===== src/rtl/smute_pkg.sv =====
package smute_pkg;

    typedef enum logic [1:0] {
        SPD_NORMAL = 2'd0,
        SPD_DOUBLE = 2'd1,
        SPD_QUAD   = 2'd2,
        SPD_QUAD_B = 2'd3
    } spd_e;

    // Ratio of the quad-rate ramp length to the normal-rate ramp length
    localparam int unsigned RATE_SPAN = 4;

    // Gain step per frame for each speed mode
    function automatic int unsigned step_of(input spd_e mode);
        unique case (mode)
            SPD_NORMAL: step_of = 4;
            SPD_DOUBLE: step_of = 2;
            default:    step_of = 1;
        endcase
    endfunction

endpackage


===== src/rtl/smute_gain_ctrl.sv =====
module smute_gain_ctrl
    import smute_pkg::*;
#(
    parameter int unsigned GAIN_W   = 13,
    parameter int unsigned GAIN_MAX = 4096
) (
    input  logic              clk,
    input  logic              rst_n,
    input  logic              frame_stb,
    input  logic              mute_req,
    input  logic [1:0]        speed_mode,
    output logic [GAIN_W-1:0] gain,
    output logic              gain_zero
);

    localparam logic [GAIN_W-1:0] GMAX = GAIN_W'(GAIN_MAX);

    typedef struct packed {
        logic [GAIN_W-1:0] gain;
        logic              zero;
    } ctrl_t;

    ctrl_t             st_d, st_q;
    logic [GAIN_W-1:0] step;
    spd_e              mode;

    always_comb begin
        mode = spd_e'(speed_mode);
        step = GAIN_W'(step_of(mode));
        st_d = st_q;
        if (frame_stb) begin
            if (mute_req) begin
                // falling: clamp at silence
                st_d.gain = (st_q.gain > step) ? (st_q.gain - step) : '0;
            end else begin
                // rising: clamp at unity
                st_d.gain = (st_q.gain >= (GMAX - step)) ? GMAX : (st_q.gain + step);
            end
        end
        st_d.zero = (st_d.gain == '0);
    end

    always_ff @(posedge clk or negedge rst_n) begin
        if (!rst_n) begin
            st_q.gain <= GMAX;
            st_q.zero <= 1'b0;
        end else begin
            st_q <= st_d;
        end
    end

    assign gain      = st_q.gain;
    assign gain_zero = st_q.zero;

endmodule


===== src/rtl/smute_scale.sv =====
module smute_scale #(
    parameter int unsigned DATA_W = 24,
    parameter int unsigned GAIN_W = 13,
    parameter int unsigned FRAC_W = 12
) (
    input  logic [DATA_W-1:0] sample,
    input  logic [GAIN_W-1:0] gain,
    output logic [DATA_W-1:0] scaled
);

    localparam int unsigned PROD_W = DATA_W + GAIN_W + 1;
    localparam logic signed [PROD_W-1:0] RND = PROD_W'((64'd1 << FRAC_W) - 64'd1);

    logic signed [PROD_W-1:0] s_ext, g_ext, prod, biased;
    logic                     unused_bits;

    always_comb begin
        s_ext  = {{(GAIN_W + 1){sample[DATA_W-1]}}, sample};
        g_ext  = {{(DATA_W + 1){1'b0}}, gain};
        prod   = s_ext * g_ext;
        // negative products get a bias so the shift truncates toward zero
        biased = prod[PROD_W-1] ? (prod + RND) : prod;
        scaled = biased[FRAC_W +: DATA_W];
    end

    assign unused_bits = ^{biased[PROD_W-1:FRAC_W+DATA_W], biased[FRAC_W-1:0]};

endmodule


===== src/rtl/smute_ramp.sv =====
module smute_ramp
    import smute_pkg::*;
#(
    parameter int unsigned DATA_W      = 24,
    parameter int unsigned BASE_FRAMES = 1024
) (
    input  logic              clk,
    input  logic              rst_n,
    input  logic              in_valid,
    input  logic [DATA_W-1:0] in_left,
    input  logic [DATA_W-1:0] in_right,
    input  logic              mute_req,
    input  logic [1:0]        speed_mode,
    output logic              out_valid,
    output logic [DATA_W-1:0] out_left,
    output logic [DATA_W-1:0] out_right,
    output logic              muted
);

    localparam int unsigned GAIN_MAX = BASE_FRAMES * RATE_SPAN;
    localparam int unsigned FRAC_W   = $clog2(GAIN_MAX);
    localparam int unsigned GAIN_W   = FRAC_W + 1;
    localparam int unsigned N_CH     = 2;

    typedef struct packed {
        logic                         valid;
        logic [N_CH-1:0][DATA_W-1:0] ch;
    } out_t;

    out_t                        out_d, out_q;
    logic [GAIN_W-1:0]           gain_w;
    logic                        zero_w;
    logic [N_CH-1:0][DATA_W-1:0] samp_in, samp_sc;

    assign samp_in[0] = in_left;
    assign samp_in[1] = in_right;

    smute_gain_ctrl #(
        .GAIN_W   (GAIN_W),
        .GAIN_MAX (GAIN_MAX)
    ) u_ctrl (
        .clk        (clk),
        .rst_n      (rst_n),
        .frame_stb  (in_valid),
        .mute_req   (mute_req),
        .speed_mode (speed_mode),
        .gain       (gain_w),
        .gain_zero  (zero_w)
    );

    for (genvar c = 0; c < N_CH; c++) begin : g_ch
        smute_scale #(
            .DATA_W (DATA_W),
            .GAIN_W (GAIN_W),
            .FRAC_W (FRAC_W)
        ) u_scale (
            .sample (samp_in[c]),
            .gain   (gain_w),
            .scaled (samp_sc[c])
        );
    end

    always_comb begin
        out_d       = out_q;
        out_d.valid = in_valid;
        if (in_valid) begin
            out_d.ch = samp_sc;
        end
    end

    always_ff @(posedge clk or negedge rst_n) begin
        if (!rst_n) begin
            out_q <= '0;
        end else begin
            out_q <= out_d;
        end
    end

    assign out_valid = out_q.valid;
    assign out_left  = out_q.ch[0];
    assign out_right = out_q.ch[1];
    assign muted     = zero_w;

endmodule


===== config.mk =====
export PLATFORM = sky130hd
export DESIGN_NAME = smute_ramp
export DESIGN_NICKNAME = d
export VERILOG_FILES = /design/src/rtl/smute_pkg.sv /design/src/rtl/smute_gain_ctrl.sv /design/src/rtl/smute_scale.sv /design/src/rtl/smute_ramp.sv
export SDC_FILE = /design/constraint.sdc
export NUM_CORES = 2
export LEC_CHECK = 0
export BUFFER_PORTS_ARGS = -buffer_cell sky130_fd_sc_hd__buf_2
export CAP_MARGIN = 20
export CORE_ASPECT_RATIO = 2
export CORE_MARGIN = 2
export CORE_UTILIZATION = 60
export CTS_CLUSTER_SIZE = 12
export DETAILED_ROUTE_END_ITERATION = 16
export GPL_TIMING_DRIVEN = 0
export HOLD_SLACK_MARGIN = 0.1
export PLACE_DENSITY = 0.8
export SYNTH_ARGS = -nofsm -noshare
export SYNTH_HDL_FRONTEND = slang
export SYNTH_SLANG_ARGS = --single-unit

===== constraint.sdc =====
create_clock -name clk -period 10.3 [get_ports clk]
set_clock_uncertainty 0.05 [all_clocks]
set_input_delay 1.03 -clock clk [delete_from_list [all_inputs] [get_ports clk]]
set_output_delay 1.03 -clock clk [all_outputs]
set_load 0.05 [all_outputs]

==> results.sh <==
export IMPL_status="finished, final reports clean"
export IMPL_cts_tree="yes"
export IMPL_ys_seq_area_share_pct=5.73
export IMPL_drtIter0Drc=1570
export IMPL_globalRouteTotalUtil_pct=34.9
export IMPL_worst_pin_slew_ps=1170
export IMPL_start_kind="register"
export IMPL_wl_per_cell_um=20.2
export IMPL_num_antenna_cells=0
export IMPL_synth_edf_count=0
export IMPL_critPathKind="register to register"
export IMPL_fmax_ghz=0.107
export IMPL_yosysTopAreaCell="fa_1"
export IMPL_path_delay_family="adder cells"
export IMPL_synth_cells=3212
export IMPL_cp_max_fo=10
export IMPL_multi_input_area_um2=22700
export IMPL_coreArea_um2=45600
export IMPL_ctsHoldBuffers=0
export IMPL_clkLatencyLatePin_ps=360
export IMPL_finalMaxSlewViolations=0
export IMPL_dieArea_um2=47700
export IMPL_cpMostUsedCell="fa_1"
export IMPL_grt_pass1_vias=23900
export IMPL_drt_antenna_violating_nets=0
export IMPL_ff_latch_area_um2=1580
export IMPL_clk_pin_slew_ps=60
export IMPL_finalSetupViolCount=0
export IMPL_avgSynthCellArea_um2=8.58
export IMPL_utilization_pct=63.8
export IMPL_area_delta_synth_final_pct=5.58
export IMPL_clk_root_buffer_cell="clkbuf_16"
export IMPL_drv_cap=0
export IMPL_dieHeight_um=307
export IMPL_ios=104
export IMPL_row_count=111
export IMPL_drc=0
export IMPL_slowest_delay_ps=920
export IMPL_numCtsBuffers=9
export IMPL_cp_data_arrival_time_ps=9490
export IMPL_synth_seq_cells=63
export IMPL_setup_tns_ps=0
export IMPL_ys_warn_count=0
export IMPL_syn_cell_area_um2=27500
export IMPL_crit_buf_inv=7
export IMPL_synth_cell_types=94
export IMPL_cts_sinks=63
export IMPL_period_minus_slack_ps=9330
export IMPL_stdcell_count=3901
export IMPL_end_kind="register"
export IMPL_htreeDepth=3
export IMPL_rsz0062_at_grt="no"
export IMPL_fin_nets=4160
export IMPL_grt_ovfl_total=0
export IMPL_async_reset_ff_share_pct=100
export IMPL_grt_max_degree=64
export IMPL_relSlewSlack_pct=22.0
export IMPL_hpwlAfterDp_um=66100
export IMPL_io_buffer_count=103
export IMPL_synth_top_cell_area_share_pct=42.3
export IMPL_dr_pass1_iters=6
export IMPL_cts_resized_gates=0
export IMPL_synth_most_common_cell="inv_1"
export IMPL_grt_pass1_wl_um=128000
export IMPL_place_congestion=0.981
export IMPL_timing_hold_ws_ps=449
export IMPL_drive_gt1_share_pct=5.28
export IMPL_cp_slowest_cell="clkbuf_1"
export IMPL_vias_per_cell=5.78
export IMPL_synth_area_leaders="fa_1, inv_1, ha_1, and2_1, nand2_1"
export IMPL_nFillCells=3883
export IMPL_initial_utilization_pct=60.5
export IMPL_worstPathRequired_ps=10460
export IMPL_dp_cells=3885
export IMPL_via_count=22600
export IMPL_final_period_utilization_pct=90.6
export IMPL_hold_viol=0
export IMPL_cts_buffer_depth=2
export IMPL_wirelength_um=78900
export IMPL_hp_class="register to register"
export IMPL_synth_common_cells="inv_1, fa_1, nand2_1, and2_1, ha_1"
export IMPL_die_w_um=156
export IMPL_synthFlopType="dfrtp_1"
export IMPL_cts_setup_buffers=0
export IMPL_grt_antenna_before_repair=1
metal layers:
| layer | share of wire, % | vias to the layer above | track usage [%] |
|---|---|---|---|
| met3 | 8.4 | 222 | 5.61 |
| met2 | 47 | 1059 | 56.1 |
| li1 | - | 10000 | - |
| met1 | 39 | 11300 | 45.6 |
| met4 | 6.4 | 0 | 18.0 |
| met5 | 0 | - | 0 |
worst min-delay path, cell delays in order (launching register included):
cell and delay [ps]:
dfrtp_1 340, nand2_1 50, o31ai_1 60
final timing paths:
path,startpoint,endpoint,slack (ps),cells past startpoint
setup reg to reg,u_ctrl.gain[3],out_left[23],970,26
max in group asynchronous,rst_n,u_ctrl.gain[6],8910,1
min in group asynchronous,rst_n,out_right[9],710,1
hold / removal,out_right[1],out_right[1],450,2
setup / recovery,u_ctrl.gain[3],out_left[23],970,26
hold reg to reg,out_right[1],out_right[1],450,2
cell type report:
type	count	share of cell area (%)
Buffer	169	2.28
Clock buffer	10	0.822
Clock inverter	6	0.151
Inverter	694	8.96
Multi-Input combinational cell	2290	78.1
Sequential cell	63	5.43
Tap cell	565	2.43
Timing Repair Buffer	104	1.83
logic make-up after synthesis:
| logic type | count (synthesis) | share of synthesized area [%] |
|---|---|---|
| simple gates | 1039 | 18.9 |
| buf+inv | 863 | 11.9 |
| fa+ha+maj | 775 | 51.1 |
| compound gates | 349 | 8.49 |
| xor+xnor | 108 | 3.43 |
| flops | 63 | 5.73 |
| mux | 13 | 0.500 |
| other cells | 2 | 0.0273 |
sequential cells by signal, summed over array words and instances, names as in the netlist:
name              count
u_ctrl.gain_zero      1
u_ctrl.gain          13
out_right            24
out_valid             1
out_left             24
per-stage QoR:
step                      setup slack, ps  area, µm²
after floorplan                      2850      27600
after global placement               1220      28800
after detailed placement             1210      28800
after CTS                            1140      29100
after global routing                  590      29100
final                                 967      29100
placed cells by master (no fill, tap or decap), types with 14 or more instances in the layout:
master / instances
and2_1: 305
nand3_1: 39
xor2_1: 32
inv_1: 694
buf_2: 114
nand4_1: 18
or3_1: 14
o211ai_1: 17
ha_1: 193
nor2_1: 110
nand2_1: 435
dfrtp_1: 62
nor3_1: 30
a21oi_1: 116
o21ai_0: 53
fa_1: 582
clkbuf_1: 145
a21o_1: 24
xnor2_1: 76
Power is left out: the tool's default activity adds up to more than one toggle a clock period on the data nets, which glitch-free logic cannot reach.
